File: config.mk
export PLATFORM = sky130hd
export DESIGN_NAME = canirq_encoder_top
export DESIGN_NICKNAME = d
export VERILOG_FILES = /design/src/rtl/canirq_pkg.sv /design/src/rtl/canirq_pending.sv /design/src/rtl/canirq_code_mask.sv /design/src/rtl/canirq_prio_enc.sv /design/src/rtl/canirq_encoder_top.sv
export SDC_FILE = /design/constraint.sdc
export NUM_CORES = 1
export LEC_CHECK = 0
export CAP_MARGIN = 20
export CELL_PAD_IN_SITES_DETAIL_PLACEMENT = 0
export CELL_PAD_IN_SITES_GLOBAL_PLACEMENT = 1
export CORE_UTILIZATION = 45
export DETAILED_ROUTE_END_ITERATION = 6
export DONT_BUFFER_PORTS = 1
export PLACE_DENSITY_LB_ADDON = 0.1
export SKIP_CTS_REPAIR_TIMING = 1
export SLEW_MARGIN = 40
export SYNTH_ARGS = -nofsm -noshare
export SYNTH_HDL_FRONTEND = slang
export SYNTH_SLANG_ARGS = --single-unit
File: constraint.sdc
create_clock -name clk -period 3.8 [get_ports clk]
set_clock_uncertainty 0.2 [all_clocks]
set_input_delay 0.76 -clock clk [delete_from_list [all_inputs] [get_ports clk]]
set_output_delay 0.76 -clock clk [all_outputs]
set_load 0.02 [all_outputs]
File: src/rtl/canirq_pkg.sv
package canirq_pkg;
  localparam int NODE_W = 3;
  localparam int ADDR_W = 2;

  typedef enum logic [ADDR_W-1:0] {
    REG_CLR  = 2'd0,
    REG_EN   = 2'd1,
    REG_STAT = 2'd2,
    REG_NONE = 2'd3
  } canirq_reg_e;

  function automatic int src_field_w(input int nbuf);
    return $clog2(nbuf + 1);
  endfunction
endpackage

File: src/rtl/canirq_pending.sv
module canirq_pending #(
  parameter int W = 16
) (
  input  logic         clk,
  input  logic         rst_n,
  input  logic [W-1:0] set_vec,
  input  logic [W-1:0] clr_vec,
  output logic [W-1:0] pend_q
);
  genvar g;
  generate
    for (g = 0; g < W; g++) begin : g_flag
      always_ff @(posedge clk or negedge rst_n) begin
        if (!rst_n)            pend_q[g] <= 1'b0;
        else if (set_vec[g])   pend_q[g] <= 1'b1;   // set outranks clear
        else if (clr_vec[g])   pend_q[g] <= 1'b0;
      end
    end
  endgenerate
endmodule

File: src/rtl/canirq_code_mask.sv
module canirq_code_mask #(
  parameter int W = 16
) (
  input  logic         clk,
  input  logic         rst_n,
  input  logic         wr_stb,
  input  logic [W-1:0] wdata,
  output logic [W-1:0] en_q
);
  always_ff @(posedge clk or negedge rst_n) begin
    if (!rst_n)      en_q <= '0;
    else if (wr_stb) en_q <= wdata;
  end
endmodule

File: src/rtl/canirq_prio_enc.sv
module canirq_prio_enc #(
  parameter int NUM_BUF = 15,
  localparam int W     = NUM_BUF + 1,
  localparam int IST_W = canirq_pkg::src_field_w(NUM_BUF)
) (
  input  logic [W-1:0]     req,     // MSB = error source
  output logic             hit,
  output logic [IST_W-1:0] src
);
  always_comb begin
    hit = 1'b0;
    src = '0;
    // scan downward so the lowest buffer index is the last to win
    for (int i = NUM_BUF - 1; i >= 0; i--) begin
      if (req[i]) begin
        hit = 1'b1;
        src = IST_W'(i + 1);
      end
    end
    if (req[W-1]) begin
      hit = 1'b1;
      src = '0;
    end
  end
endmodule

File: src/rtl/canirq_encoder_top.sv
module canirq_encoder_top #(
  parameter int NUM_BUF = 15
) (
  input  logic               clk,
  input  logic               rst_n,
  input  logic               set_err_i,
  input  logic [NUM_BUF-1:0] set_buf_i,
  input  logic [2:0]         node_st_i,
  input  logic               bus_wr_i,
  input  logic [1:0]         bus_addr_i,
  input  logic [NUM_BUF:0]   bus_wdata_i,
  output logic [NUM_BUF:0]   bus_rdata_o,
  output logic               irq_o
);
  import canirq_pkg::*;

  localparam int W     = NUM_BUF + 1;
  localparam int IST_W = src_field_w(NUM_BUF);
  localparam int ST_LO = IST_W + 1 + NODE_W;

  logic [W-1:0]     set_vec, clr_vec, pend_q, en_q, req;
  logic             en_wr, hit;
  logic [IST_W-1:0] src;
  logic [W-1:0]     status;

  assign set_vec = {set_err_i, set_buf_i};
  assign clr_vec = (bus_wr_i && bus_addr_i == REG_CLR) ? bus_wdata_i : '0;
  assign en_wr   = bus_wr_i && (bus_addr_i == REG_EN);

  canirq_pending #(.W(W)) u_pend (
    .clk(clk), .rst_n(rst_n), .set_vec(set_vec), .clr_vec(clr_vec), .pend_q(pend_q)
  );

  canirq_code_mask #(.W(W)) u_mask (
    .clk(clk), .rst_n(rst_n), .wr_stb(en_wr), .wdata(bus_wdata_i), .en_q(en_q)
  );

  assign req = pend_q & en_q;

  canirq_prio_enc #(.NUM_BUF(NUM_BUF)) u_enc (
    .req(req), .hit(hit), .src(src)
  );

  generate
    if (W > ST_LO) begin : g_pad
      assign status = {{(W-ST_LO){1'b0}}, node_st_i, hit, src};
    end else begin : g_nopad
      assign status = {node_st_i, hit, src};
    end
  endgenerate

  always_comb begin
    unique case (bus_addr_i)
      REG_EN:   bus_rdata_o = en_q;
      REG_STAT: bus_rdata_o = status;
      default:  bus_rdata_o = '0;   // clear register is write-only
    endcase
  end

  assign irq_o = hit;
endmodule

==> results.json <==
{
  "drive_gt1_frac": 0.216,
  "routed_wl_mm": 3.78,
  "grt_max_degree": 33,
  "insertion_delay_ns": 0.33,
  "tns_ns": 0,
  "placed_cell_area_sq_um": 1720,
  "io_buffers": 0,
  "grt_pass1_wl_mm": 6.30,
  "leakage_nw": 0.727,
  "slew_headroom": 0.489,
  "yosys_warnings": 0,
  "fmax_ghz": 0.321,
  "worst_hold_slack_ns": 0.0306,
  "final_cell_area_sq_um": 1800,
  "outcome": "finished, final reports clean",
  "gp_congestion": 0.907,
  "rsz0062_at_grt": "false",
  "required_ns": 2.84,
  "syn_nets": 198,
  "synth_seq_cells": 32,
  "avgSynthCellArea_sq_um": 10.7,
  "hold_path.class": "in -> async",
  "cts_tree": "yes",
  "layout_setup_ws_ns": 0.681,
  "synthCells": 155,
  "firstDrtPassIters": 4,
  "clock_path_buffers": 2,
  "ant_nets": 0,
  "cts.sinks": 32,
  "crit_arrival_ns": 2.16,
  "clkTransAtPathRegs_ns": 0.10,
  "drv_slew": 0,
  "grt_use_total": 0.212,
  "overflow": 0,
  "yosysTopAreaCellShare": 0.484,
  "dp_slack_ns": 0.766,
  "area_growth_pct": 8.62,
  "start_util": 0.484,
  "die_h_microns": 62.6,
  "synth_seq_area_share": 0.484,
  "antenna_found_initial": 0,
  "io_pins": 57,
  "row_count": 21,
  "grt_pass1_vias": 1287,
  "vias": 1225,
  "cts_buffers": 5,
  "power_density_nw_per_um2": 441,
  "finalSetupViolations": 0,
  "ir_worst_vdd_mv": 0.242,
  "synth_area_sq_um": 1650,
  "worst_pin_slew_ns": 0.765,
  "end_kind": "output port",
  "path_max_fanout": 4,
  "period_needed_ns": 3.12,
  "vias_per_cell": 5.89,
  "coreArea_sq_um": 3420,
  "cts_htree_levels": 2,
  "synth_top_cell_by_area": "dfrtp_1",
  "routedWlPerCell_microns": 18.2,
  "drc": 0,
  "first_iter_violations": 43,
  "critPathKind": "reg -> out",
  "cp-start-kind": "flip-flop",
  "fin_crit_sh": 0.821,
  "synth_cell_types": 31,
  "final_cell_mix": "nand2_1, dfrtp_1, a21o_1, mux2_2, and3_1",
  "hpwl_mm": 2.80,
  "drv_cap": 0,
  "die_area_sq_um": 3920,
  "nNetsFinal": 204,
  "clock-root-buffer": "clkbuf_4",
  "fp.dieW_microns": 62.6,
  "diodes": 0,
  "rrSetupSlack_ns": 2.77,
  "synth.area.top_cells": "dfrtp_1, mux2_2, a21o_1",
  "hold_viol_final": 0
}
## logic make-up (layout without fill, tap and decap cells)
group                    count (synthesis)  in the layout  share of synthesized area
AO/OA/AOI/OAI                           42             42                      0.207
adder cells (fa/ha/maj)                  3              3                     0.0227
buffers and inverters                    8             15                     0.0182
flip-flops                              32             32                      0.484
multiplexers                            16             16                      0.109
AND/OR/NAND/NOR                         54             54                      0.159
## per-layer routing
metal,global-route usage,vias up,wire length (microns)
met2,0.336,44,1800
met4,0.0669,0,46
li1,-,578,-
met1,0.267,598,1710
met3,0.0785,5,221
met5,0,-,0
## flip-flops by register name, indices dropped and copies added (netlist names)
| signal | cells |
|---|---|
| u_pend.pend_q | 16 |
| u_mask.en_q | 16 |
## worst max-delay path: stages, from the launching register on
cell and delay (ns):
dfrtp_1 0.43, a22oi_1 0.29, nand2_1 0.14, or4_4 0.59, a32o_1 0.37
## path summary, 6_finish.rpt
path / start / endpoint / cells after the start
worst max-delay path: u_mask.en_q[6] / bus_rdata_o[4] / 4
worst min-delay path: rst_n / u_mask.en_q[9] / 1
worst max register to register: u_mask.en_q[2] / u_mask.en_q[2] / 1
worst min register to register: u_pend.pend_q[1] / u_pend.pend_q[1] / 1
max in group asynchronous: rst_n / u_pend.pend_q[12] / 1
min in group clk: u_pend.pend_q[1] / u_pend.pend_q[1] / 1
## synthesized netlist by cell type
cell and count:
o31ai_1 1, a22oi_1 5, a22oi_4 1, and3_1 7, a32oi_1 1, nand4_1 3
a22oi_2 3, or4_4 1, dfrtp_1 32, or2b_1 1, nor2b_1 3, inv_1 3
a21o_1 16, mux2_2 16, a21oi_1 2, a32o_1 1, clkbuf_1 5, o32ai_1 1
a31oi_1 3, a22o_2 1, nor3_1 1, nand2_1 32, o211ai_1 2, and3_2 1
a222oi_1 1, a22o_1 1, o21ai_0 2, a41oi_1 1, ha_1 3, nand3_1 1
and2_1 4
## area by class of cell
| type | count | area (sq um) |
|---|---|---|
| sequential | 32 | 801 |
| timing repair buffer | 4 | 42.5 |
| inverter | 3 | 11.3 |
| multi-input combinational | 115 | 823 |
| clock inverter | 2 | 10.0 |
| clock buffer | 6 | 51.3 |
| tap | 46 | 57.6 |
| fill | 325 | 1620 |
## metrics by stage
step | std cells | util | power [mW]
floorplan | 155 | - | 0.546
global placement | 199 | 0.502 | 0.582
detailed placement | 199 | 0.502 | 0.586
CTS | 207 | 0.520 | 0.789
global route | 208 | 0.526 | 0.839
finish | 208 | 0.526 | 0.791
## report_power, final
part	internal, mW	leakage (nW)	switching, mW
Combinational	0.0786	0.354	0.0859
Clock	0.0879	0.0380	0.116
Sequential	0.378	0.335	0.0447
Power figures use the tool's default switching activity.
